[src/rtl/osd_raster_pkg.sv]
package osd_raster_pkg;
   localparam int SIZE_CODE_W  = 2;
   localparam int SIZE_GROUPS  = 3;
   typedef logic [SIZE_CODE_W-1:0] size_code_t;
endpackage

[src/rtl/osd_size_pick.sv]
module osd_size_pick #(
   parameter int NUM_GROUPS = osd_raster_pkg::SIZE_GROUPS,
   parameter int CODE_W     = osd_raster_pkg::SIZE_CODE_W,
   parameter int IDX_W      = 4
) (
   input  logic [NUM_GROUPS*CODE_W-1:0] codes,
   input  logic [IDX_W-1:0]             idx,
   output logic [CODE_W-1:0]            code
);
   // the last group covers every row from NUM_GROUPS-1 upward
   always_comb begin
      code = codes[(NUM_GROUPS-1)*CODE_W +: CODE_W];
      for (int g = 0; g < NUM_GROUPS-1; g++) begin
         if (idx == IDX_W'(g)) code = codes[g*CODE_W +: CODE_W];
      end
   end
endmodule

[src/rtl/osd_axis_walker.sv]
module osd_axis_walker #(
   parameter int CELL   = 12,
   parameter int CELLS  = 24,
   parameter int POS_W  = 8,
   localparam int DOT_W = $clog2(CELL),
   localparam int IDX_W = $clog2(CELLS)
) (
   input  logic                     clk,
   input  logic                     rst_n,
   input  logic                     restart,
   input  logic                     step,
   input  logic [POS_W-1:0]         start,
   input  osd_raster_pkg::size_code_t scale,
   output logic                     valid,
   output logic [IDX_W-1:0]         idx,
   output logic [DOT_W-1:0]         dot
);
   localparam logic [POS_W-1:0] POS_MAX = '1;

   logic [POS_W-1:0]                pos_q;
   logic                            run_q, done_q;
   osd_raster_pkg::size_code_t      rep_q;
   logic [DOT_W-1:0]                dot_q;
   logic [IDX_W-1:0]                idx_q;
   logic                            hit, last_rep, last_dot, last_idx;

   assign hit      = !run_q && !done_q && (pos_q == start);
   assign valid    = run_q || hit;
   assign last_rep = (rep_q == scale);
   assign last_dot = (dot_q == DOT_W'(CELL-1));
   assign last_idx = (idx_q == IDX_W'(CELLS-1));
   assign idx      = idx_q;
   assign dot      = dot_q;

   always_ff @(posedge clk or negedge rst_n) begin
      if (!rst_n) begin
         pos_q <= '0; run_q <= 1'b0; done_q <= 1'b0;
         rep_q <= '0; dot_q <= '0;   idx_q  <= '0;
      end else if (restart) begin
         pos_q <= '0; run_q <= 1'b0; done_q <= 1'b0;
         rep_q <= '0; dot_q <= '0;   idx_q  <= '0;
      end else if (step) begin
         if (pos_q != POS_MAX) pos_q <= pos_q + POS_W'(1);
         if (valid) begin
            if (!last_rep) begin
               rep_q <= rep_q + 1'b1;
               run_q <= 1'b1;
            end else begin
               rep_q <= '0;
               if (!last_dot) begin
                  dot_q <= dot_q + DOT_W'(1);
                  run_q <= 1'b1;
               end else begin
                  dot_q <= '0;
                  if (!last_idx) begin
                     idx_q <= idx_q + IDX_W'(1);
                     run_q <= 1'b1;
                  end else begin
                     idx_q  <= '0;
                     run_q  <= 1'b0;
                     done_q <= 1'b1;
                  end
               end
            end
         end
      end
   end
endmodule

[src/rtl/osd_raster_scaler.sv]
module osd_raster_scaler #(
   parameter int NUM_COLS      = 24,
   parameter int NUM_ROWS      = 12,
   parameter int GLYPH_W       = 12,
   parameter int GLYPH_H       = 18,
   parameter int POS_FIELD_W   = 6,
   parameter int POS_UNIT_LOG2 = 2,
   localparam int CODES_W = osd_raster_pkg::SIZE_GROUPS * osd_raster_pkg::SIZE_CODE_W,
   localparam int REG_W   = POS_FIELD_W + CODES_W,
   localparam int ROW_W   = $clog2(NUM_ROWS),
   localparam int COL_W   = $clog2(NUM_COLS),
   localparam int DX_W    = $clog2(GLYPH_W),
   localparam int DY_W    = $clog2(GLYPH_H)
) (
   input  logic             clk,
   input  logic             rst_n,
   input  logic             hsync,
   input  logic             vsync,
   input  logic             text_en,
   input  logic [REG_W-1:0] h_ctrl,
   input  logic [REG_W-1:0] v_ctrl,
   output logic             in_window,
   output logic [ROW_W-1:0] row,
   output logic [COL_W-1:0] col,
   output logic [DX_W-1:0]  dot_x,
   output logic [DY_W-1:0]  dot_y
);
   localparam int START_W = POS_FIELD_W + POS_UNIT_LOG2;

   generate
      if (GLYPH_W < 2 || GLYPH_H < 2) begin : g_bad_glyph
         $error("glyph cell must be at least 2x2 dots");
      end
      if (NUM_COLS < 2 || NUM_ROWS < osd_raster_pkg::SIZE_GROUPS) begin : g_bad_grid
         $error("grid too small for the row size groups");
      end
      if (POS_FIELD_W < 1 || POS_UNIT_LOG2 < 0) begin : g_bad_pos
         $error("bad start position field");
      end
   endgenerate

   logic [START_W-1:0]                h_start, v_start;
   osd_raster_pkg::size_code_t        h_code, v_code;
   logic                              h_ok, v_ok;
   logic [COL_W-1:0]                  h_idx;
   logic [DX_W-1:0]                   h_dot;
   logic [ROW_W-1:0]                  v_idx;
   logic [DY_W-1:0]                   v_dot;

   assign h_start = START_W'(h_ctrl[POS_FIELD_W-1:0]) << POS_UNIT_LOG2;
   assign v_start = START_W'(v_ctrl[POS_FIELD_W-1:0]) << POS_UNIT_LOG2;

   osd_size_pick #(.IDX_W(ROW_W)) u_hpick (
      .codes(h_ctrl[REG_W-1:POS_FIELD_W]), .idx(v_idx), .code(h_code));
   osd_size_pick #(.IDX_W(ROW_W)) u_vpick (
      .codes(v_ctrl[REG_W-1:POS_FIELD_W]), .idx(v_idx), .code(v_code));

   osd_axis_walker #(.CELL(GLYPH_W), .CELLS(NUM_COLS), .POS_W(START_W)) u_hwalk (
      .clk(clk), .rst_n(rst_n), .restart(hsync), .step(1'b1),
      .start(h_start), .scale(h_code),
      .valid(h_ok), .idx(h_idx), .dot(h_dot));

   osd_axis_walker #(.CELL(GLYPH_H), .CELLS(NUM_ROWS), .POS_W(START_W)) u_vwalk (
      .clk(clk), .rst_n(rst_n), .restart(vsync), .step(hsync & ~vsync),
      .start(v_start), .scale(v_code),
      .valid(v_ok), .idx(v_idx), .dot(v_dot));

   assign in_window = rst_n & text_en & h_ok & v_ok;
   assign row   = in_window ? v_idx : '0;
   assign col   = in_window ? h_idx : '0;
   assign dot_x = in_window ? h_dot : '0;
   assign dot_y = in_window ? v_dot : '0;
endmodule

[config.mk]
export PLATFORM = sky130hd
export DESIGN_NAME = osd_raster_scaler
export DESIGN_NICKNAME = d
export VERILOG_FILES = /design/src/rtl/osd_raster_pkg.sv /design/src/rtl/osd_size_pick.sv /design/src/rtl/osd_axis_walker.sv /design/src/rtl/osd_raster_scaler.sv
export SDC_FILE = /design/constraint.sdc
export NUM_CORES = 1
export LEC_CHECK = 0
export BUFFER_PORTS_ARGS = -buffer_cell sky130_fd_sc_hd__buf_2
export CAP_MARGIN = 40
export CELL_PAD_IN_SITES_DETAIL_PLACEMENT = 1
export CELL_PAD_IN_SITES_GLOBAL_PLACEMENT = 1
export CORE_MARGIN = 5
export CORE_UTILIZATION = 38
export DETAILED_ROUTE_END_ITERATION = 7
export GPL_TIMING_DRIVEN = 0
export PLACE_DENSITY_LB_ADDON = 0.1
export SYNTH_ARGS = -nofsm -noshare
export SYNTH_HDL_FRONTEND = slang
export SYNTH_SLANG_ARGS = --single-unit
[constraint.sdc]
create_clock -name clk -period 2.5 [get_ports clk]
set_input_delay 0.125 -clock clk [delete_from_list [all_inputs] [get_ports clk]]
set_output_delay 0.125 -clock clk [all_outputs]
set_load 0.01 [all_outputs]
After elaboration in Yosys (flattened, before gate mapping)

Cells that the tools add are included.

Reductions and logical operators: 30
Bitwise gates (word level): 5
Eq/ne operators: 11
Multiplexer cells: 62
Add/sub/neg operators: 8

Operator list:

| cell                                                            | number |
|---|---|
| 5-bit 2-to-1 mux                                                | 12 |
| 4-bit 2-to-1 mux                                                | 12 |
| 8-bit 2-to-1 mux                                                | 5 |
| 1-bit 2-to-1 mux                                                | 22 |
| 2-bit 2-to-1 mux                                                | 11 |
| 2-bit nonzero test                                              | 11 |
| 8-bit by 1-bit adder with 8-bit output, second input constant   | 2 |
| 8-bit == test                                                   | 2 |
| 8-bit != test, second input constant                            | 2 |
| 5-bit by 1-bit adder with 5-bit output, second input constant   | 2 |
| 5-bit == test, second input constant                            | 2 |
| 4-bit by 1-bit adder with 4-bit output, second input constant   | 2 |
| 4-bit == test, second input constant                            | 2 |
| 4-bit AND reduction                                             | 2 |
| 2-bit AND reduction                                             | 3 |
| 3-bit AND reduction                                             | 2 |
| 5-bit AND reduction                                             | 1 |
| 2-bit by 1-bit adder with 2-bit output, second input constant   | 2 |
| 1-bit AND                                                       | 4 |
| 2-bit == test                                                   | 2 |
| 4-bit by 1-bit == test with 1-bit output, second input constant | 1 |
| 1-bit logical AND                                               | 4 |
| 1-bit logical NOT                                               | 4 |
| 4-bit logical NOT                                               | 1 |
| 2 further kinds                                                 | 3 |

Input port bits: 29
Output and inout bits: 19
Register bits after elaboration: 42

Logic depth before layout (Yosys ltp)

Gate-level depths: netlist (run 1).

Word-level depth: 8
Gate-level depth with buffers: 9
Depth with buffers taken out: 8

By module

A second synthesis (run 1) with hierarchy kept.

Cells, all modules: 306
Area total of the unflattened synthesis: 2870.3 um^2

Modules (own cells, without submodules):

| module                    | times used | area an instance (um^2) | cells each | seq. area each (um^2) |
|---|---|---|---|---|
| osd_axis_walker (u_vwalk) | 1          | 1283.7                  | 136        | 525.5 |
| osd_axis_walker (u_hwalk) | 1          | 1258.7                  | 136        | 525.5 |
| osd_raster_scaler         | 1          | 202.7                   | 24         | 0.0 |
| osd_size_pick             | 2          | 62.6                    | 5          | 0.0 |

Least setup slack after synthesis (run 1)

Ideal clock, no wire load.

Path type: reg-to-reg
Start: reg u_vwalk.idx_q[1] (netlist: u_vwalk.idx[1])
End: reg u_hwalk.idx_q[4] (netlist: u_hwalk.idx[4])
Required time: 2.422 ns
Library setup time: 0.078 ns
Cell stages (with the launch flop): 9
Arrival time: 2.331 ns
Setup slack: 0.091 ns
Buffers on the path: 0
Period minus slack after synthesis: 2.409 ns
Path through: dfrtp_1 > inv_1 > ha_1 > or4b_1 > o311ai_1 > xor2_1 > nand4b_2 > or4b_1 > a21oi_1

Cells in the longest elaborated chain, start to end: 6
Elaborated cells between the ends (all ways): 7

Ends and longest elaborated chain:

| what                            | line                  | text |
|---|---|---|
| from (decl)                     | osd_axis_walker.sv:24 | `logic [IDX_W-1:0] idx_q;` |
| from (signal assigned)          | osd_axis_walker.sv:56 | `idx_q <= idx_q + IDX_W'(1);` |
| 4-bit logical NOT               | osd_size_pick.sv:14   | `if (idx == IDX_W'(g)) code = codes[g*CODE_W +: CODE_W];` |
| 2-bit 2-to-1 mux                | osd_size_pick.sv:14   |  |
| 2-bit 2-to-1 mux *              | osd_size_pick.sv:14   |  |
| 2-bit == test *                 | osd_axis_walker.sv:29 | `assign last_rep = (rep_q == scale);` |
| 2-bit nonzero test (no line) *  | n/a                   |  |
| 3-bit AND reduction (no line) * | n/a                   |  |
| to (signal assigned)            | osd_axis_walker.sv:56 |  |
| to (decl)                       | osd_axis_walker.sv:24 |  |

Mark *: on every way between the ends. The rest lies on a longest branch, timed or not.
A chain may end at the register's enable or synchronous reset.

Worst setup path in the final report (run 1)

Ends and elaborated chain as after synthesis.

==> results.toml, run 1 <==
[status]
status = "finished, final reports clean"

[logic_synthesis]
synth_edf_count = 0
synthCells = 306
yosysTopAreaCell = "dfrtp_1"
yosys_register_bits = 42
seq_area_frac_synth_pct = 38.6
yosysUniqueCellTypes = 50
ys.flop_type = "dfrtp_1"
synth_top_area_share_pct = 38.6
synth_area_leaders = "dfrtp_1, ha_1, xnor2_1"
syn_area_mm2 = 0.00273
async_reset_ff_share_pct = 100
yosys_warnings = 0
syn-num-nets = 346
synth.avg_cell_area_um2 = 8.91

[worst_setup_path]
crit_arrival_ns = 2.65
crit_fanout = 8
worst_ep_required_time_ns = 2.71
cp-start-kind = "flip-flop"
reg2reg_from = "u_vwalk.idx[1]$_DFFE_PN0P_"
end_kind = "flip-flop"
critPathKind = "flip-flop to flip-flop"
rr_worst_depth = 9
crit_start = "u_vwalk.idx[1]$_DFFE_PN0P_"

[run]
cap_violations = 0

[cells_and_area]
nFillCells = 833
multi_input_area_mm2 = 0.00174
final_layout_size_suffix_gt1_share_pct = 28.9
finalNetCount = 427
post-route-util_pct = 51.9
final_cell_mix = "buf_2, dfrtp_1, nor2_1, buf_4, a21oi_1"
synthToLayoutAreaGrowth_pct = 30.8
design_area_mm2 = 0.00356
antennaDiodeCount = 0
seqCellArea_mm2 = 0.00105
layout_commonest_cell = "buf_2"

[floorplanning]
rows = 30
die_x_um = 94.7
die-area_mm2 = 0.00897
ios = 48
initial_core_util_pct = 39.7
die_h_um = 94.7
core_area_mm2 = 0.00687

[hold_path]
min-delay-start = "vsync"
hp-class = "input port to flip-flop"
min_path_cells = 4

[power_and_ir_drop]
power.density_mw_per_mm2 = 361
total_power_mw = 1.29
ir_worst_vdd_uv = 234
p_leak_nw = 1.56

[global_routing]
grt.overflow.total = 0
antenna_found_initial = 0
grt_start_max_net_pins = 33
grt_pass1_vias = 2605
grt_use_total_pct = 18.1
grt_pass1_wl_um = 12700

[clocking]
cts-root-buf = "clkbuf_8"
path_clk_slew_ns = 0.08
cts_sinks = 42
h-tree-depth = 2
clk_path_buf_depth = 2
cts_buffers = 5
cts_tree = "yes"
clkLatencyLatePin_ns = 0.29

[route]
drt_iter0_markers = 55
first_pass_iters = 4
vias = 2626
route.detailed.drc = 0
routedWlPerCell_um = 16.3
postRouteAntennaNets = 0
wl_um = 7870
vias_per_cell = 5.44

[timing]
slew-limit-headroom_pct = 54.2
fmax_mhz = 410
period_minus_slack_ns = 2.44
skew_ns = 0.00500
period_share_pct = 97.4
hold_viol = 0
slew_violations = 0
setup_viol = 0
worst_slew_pin_slew_ns = 0.687

[place]
gp_congestion = 0.804
io_buffers = 46
dp.final_hpwl_um = 5540
placed_area_mm2 = 0.00311
critical path, cell delays in order, from the launching register on:
cell and delay [ns]:
dfrtp_1 0.41, inv_2 0.10, ha_4 0.17, or4b_1 0.45, o311ai_1 0.11, xor2_1 0.19, buf_4 0.16, nand4b_4 0.10
or4b_1 0.51, a21oi_1 0.15
state kept, by name (all words and copies together) (netlist names):
| signal | count |
|---|---|
| u_hwalk.idx | 5 |
| u_vwalk.done_q | 1 |
| u_vwalk.dot | 5 |
| u_vwalk.rep_q | 2 |
| u_hwalk.run_q | 1 |
| u_vwalk.pos_q | 8 |
| u_vwalk.idx | 4 |
| u_hwalk.done_q | 1 |
| u_hwalk.dot | 4 |
| u_hwalk.pos_q | 8 |
| u_vwalk.run_q | 1 |
| u_hwalk.rep_q | 2 |
metrics by stage:
stage / setup TNS, ns / std cells / hold WS (ns) / worst slack (ns)
5_1_grt: -0.157 / 483 / 0.249 / -0.0461
3_5_place_dp: -6.29 / 450 / 0.0400 / -0.422
6_report: 0 / 483 / 0.245 / 0.0638
2_1_floorplan: 0 / 306 / -0.171 / 0.0911
3_3_place_gp: -4.37 / 448 / 0.355 / -0.365
4_1_cts: 0 / 471 / 0.245 / 0.00745
final timing paths:
path,to,slack [ns]
setup / recovery,u_hwalk.idx[4]$_DFFE_PN0P_,0.06
max in group asynchronous,u_vwalk.idx[0]$_DFFE_PN0P_,1.76
min in group asynchronous,u_hwalk.idx[3]$_DFFE_PN0P_,0.26
hold / removal,u_vwalk.pos_q[1]$_DFFE_PN0P_,0.24
hold reg to reg,u_vwalk.done_q$_DFFE_PN0P_,0.50
setup reg to reg,u_hwalk.idx[4]$_DFFE_PN0P_,0.06
report_power, final:
group	switching [mW]	total (mW)	internal, mW
Sequential	0.0109	0.700	0.689
Combinational	0.0938	0.159	0.0656
Clock	0.240	0.428	0.188
metal layers:
layer	share of wire (%)	track usage, %
met2	53	32.8
met5	0	0
met3	2.6	2.87
met4	0.94	4.81
met1	44	22.0
cells by family (layout without fill, tap and decap cells):
group,after synthesis,after routing,share of synthesized area (%)
muxes,4,4,1.52
and+or+nand+nor,143,143,29.4
AOI/OAI and AO/OA,64,65,15.3
adders and majority gates,11,11,5.05
xor gates and xnor gates,21,21,6.75
DFF,42,42,38.6
buffers and inverters,21,101,3.44
final cells by class:
| cell class | instances | share of cell area, % |
|---|---|---|
| Multi-Input combinational cell | 244 | 48.9 |
| Sequential cell | 42 | 29.6 |
| Timing Repair Buffer | 74 | 12.9 |
| Tap cell | 96 | 3.37 |
| Clock buffer | 5 | 1.93 |
| Buffer | 9 | 1.93 |
| Inverter | 11 | 1.16 |
| Clock inverter | 2 | 0.281 |
timing repair:
action                                  4_1_cts  5_1_grt
hold endpoints to repair                     11        0
pin swaps                                     9        8
resized for setup                            28        9
endpoints found under the setup margin       34       26
gates cloned                                  1        0
setup buffers                                12       13
hold buffers                                  1        0
cells in the mapped netlist (2+ instances only):
cell type,n
nand3_1,16
nand3b_1,2
ha_1,11
inv_1,11
nand2_1,18
nand4_1,7
a21oi_1,22
nor2_1,26
clkbuf_1,8
xnor2_1,13
nor2b_1,9
or4b_1,3
xor2_1,8
or4_1,3
o21bai_1,2
and2_1,17
mux2i_1,3
buf_6,2
nor3_1,9
nor3b_1,6
o311ai_1,2
nand2b_1,3
and3_1,6
dfrtp_1,42
or3_1,9
o21a_1,2
a31oi_1,3
o31a_1,2
a21o_1,2
nor4_1,3
o21ai_0,17
(Power assumes the default switching activity.)
==> inputs of run 2 (changes only) <==
ABC_AREA = 1   (was unset)
CORE_UTILIZATION = 37   (was 38)
PLACE_DENSITY_LB_ADDON = 0.08   (was 0.1)
==> results.toml, run 2 <==
[status]
status = "finished, final reports clean"

[worst_setup_path]
crit_buf_inv = 2
end_kind = "output pin"
cp_top_family = "simple AND/OR/NAND/NOR gates"
worst_path_most_repeated_cell = "nand2_1"
cp-start-kind = "flip-flop"
worstPathCellList = "inv_1 -> ha_1 -> nand3_1 -> nor3_1 -> nand2_1 -> nand2_1 -> nand3_4 -> nor2_1 -> buf_2"
worst_ep_required_time_ns = 2.38
cp_slowest_cell = "dfrtp_1"
crit_fanout = 19
crit_arrival_ns = 2.07
max_stage_delay_ns = 0.41
critPathKind = "flip-flop to output pin"

[logic_synthesis]
async_reset_ff_share_pct = 100
yosys_register_bits = 42
synth_xor_area_share_pct = 2.39
synth_top_family_by_area = "simple AND/OR/NAND/NOR gates"
yosysTopAreaCell = "dfrtp_1"
synth.top_cells.by_count = "nand2_1, inv_1, nand3_1, nor2_1, dfrtp_1"
muxShareOfSynthArea_pct = 0
synth-compound-area-share_pct = 9.74
yosysUniqueCellTypes = 34
synth_edf_count = 0
synth.avg_cell_area_um2 = 7.09
synth_fa_ha_area_share_pct = 4.70
synth_area_leaders = "dfrtp_1, nand2_1, inv_1"
ys.flop_type = "dfrtp_1"
synth_top_area_share_pct = 35.9
yosys_warnings = 0
synthCells = 413
yosysMostFrequentCell = "nand2_1"
seq_area_frac_synth_pct = 35.9
yosys.area_share.simple_pct = 37.2
syn-num-nets = 453
syn_area_mm2 = 0.00293

[cells_and_area]
antennaDiodeCount = 0
finalNetCount = 506
reg_top3 = "u_hwalk.pos_q x8, u_vwalk.pos_q x8"
final_cell_mix = "nand2_1, inv_1, buf_2"
final_layout_size_suffix_gt1_share_pct = 17.6
synthToLayoutAreaGrowth_pct = 16.4
post-route-util_pct = 44.1
nFillCells = 1025
layout_commonest_cell = "nand2_1"

[floorplanning]
initial_core_util_pct = 37.9
rows = 32
die_h_um = 99.0
die-area_mm2 = 0.00980
ios = 48
core_area_mm2 = 0.00773
die_x_um = 99.0

[timing]
fin_tns_setup_ns = 0
setup_viol = 0
fmax_mhz = 456
period_minus_slack_ns = 2.19
skew_ns = 0.0137
hold_viol = 0
rsz0062_at_grt = "no"
worst_slew_pin_slew_ns = 0.595
period_share_pct = 87.8
slew_violations = 0
slew-limit-headroom_pct = 60.3

[route]
wl_um = 7720
route.detailed.drc = 0
drt_iter0_markers = 65
postRouteAntennaNets = 0
first_pass_iters = 4
vias = 2803
routedWlPerCell_um = 13.6
vias_per_cell = 4.93

[global_routing]
grt_use_total_pct = 16.6
grt_pass1_wl_um = 13500
grt.overflow.total = 0
antenna_found_initial = 0
grt_start_max_net_pins = 32
grt_pass1_vias = 2882

[place]
dp.final_hpwl_um = 6030
io_buffers = 46
gp_congestion = 0.824

[clocking]
clkLatencyLatePin_ns = 0.30
cts_sinks = 42
h-tree-depth = 2
cts_tree = "yes"
path_clk_slew_ns = 0.09
clk_path_buf_depth = 2
cts_buffers = 5
cts-root-buf = "clkbuf_8"

[power_and_ir_drop]
ir_worst_vdd_uv = 340
power.density_mw_per_mm2 = 651
p_leak_nw = 1.76

[run]
cap_violations = 0

[hold_path]
hp-class = "input port to flip-flop"
run 2: kinds of logic after synthesis:
| group | count (synthesis) |
|---|---|
| xor+xnor | 8 |
| buf+inv | 76 |
| fa+ha+maj | 11 |
| simple gates | 228 |
| flops | 42 |
| compound gates | 48 |
run 2: layout make-up:
| cell class | count | area [um2] | area share [%] |
|---|---|---|---|
| inverter | 68 | 255 | 7.48 |
| buffer | 6 | 32.5 | 0.954 |
| timing repair buffer | 48 | 260 | 7.63 |
| multi-input combinational | 295 | 1590 | 46.6 |
| clock buffer | 6 | 82.6 | 2.42 |
| tap | 102 | 128 | 3.74 |
| clock inverter | 2 | 12.5 | 0.367 |
| sequential | 42 | 1050 | 30.8 |
run 2: path summary, 6_finish.rpt:
check / start / slack (ns) / depth (start not counted) / to
hold reg to reg: u_vwalk.done_q$_DFFE_PN0P_ / 0.49 / 2 / u_vwalk.done_q$_DFFE_PN0P_
hold / removal: vsync / 0.13 / 2 / u_vwalk.pos_q[7]$_DFFE_PN0P_
setup reg to reg: u_vwalk.idx[0]$_DFFE_PN0P_ / 0.37 / 13 / u_vwalk.dot[2]$_DFFE_PN0P_
min in group asynchronous: rst_n / 0.25 / 2 / u_vwalk.pos_q[5]$_DFFE_PN0P_
setup / recovery: u_hwalk.pos_q[0]$_DFFE_PN0P_ / 0.31 / 9 / col[4]
max in group asynchronous: rst_n / 1.75 / 3 / u_vwalk.rep_q[0]$_DFFE_PN0P_
run 2: what timing repair did:
item / CTS / global route
setup endpoints to repair: 0 / 14
gates resized for setup: 0 / 1
hold buffers: 1 / 0
hold endpoints to repair: 12 / 0
buffers inserted: 0 / 0
run 2: per-layer routing:
layer | global-route usage, % | wire (um) | vias up
met5 | 0 | 0 | -
met4 | 4.10 | 65 | 0
met3 | 2.69 | 265 | 5
met2 | 26.3 | 3450 | 39
met1 | 23.6 | 3940 | 1317
li1 | - | - | 1442
run 2: worst register-to-register path: cells and delay by family (launching register included):
family	cells	cell delay (ns)
AO/OA/AOI/OAI	1	0.07
adder cells (fa/ha/maj)	1	0.34
buffers and inverters	1	0.12
flip-flops	1	0.43
AND/OR/NAND/NOR	10	1.09
run 2: per-stage QoR:
stage                     power [mW]  instances  area (um2)  hold WS [ns]  worst slack, ns
after floorplan                 1.52        413        2930        -0.171            0.656
after global placement          1.72        561        3290         0.373            0.310
after detailed placement        1.75        562        3310        0.0554            0.266
after CTS                       2.25        571        3410         0.128           0.0209
after global routing            2.42        569        3410         0.146           0.0709
final                           2.22        569        3410         0.129            0.306
run 2: where the power goes:
| part | total [mW] | internal [mW] | switching (mW) |
|---|---|---|---|
| Clock | 0.489 | 0.223 | 0.266 |
| Combinational | 0.861 | 0.308 | 0.553 |
| Sequential | 0.870 | 0.768 | 0.103 |
| Total | 2.22 | 1.30 | 0.922 |
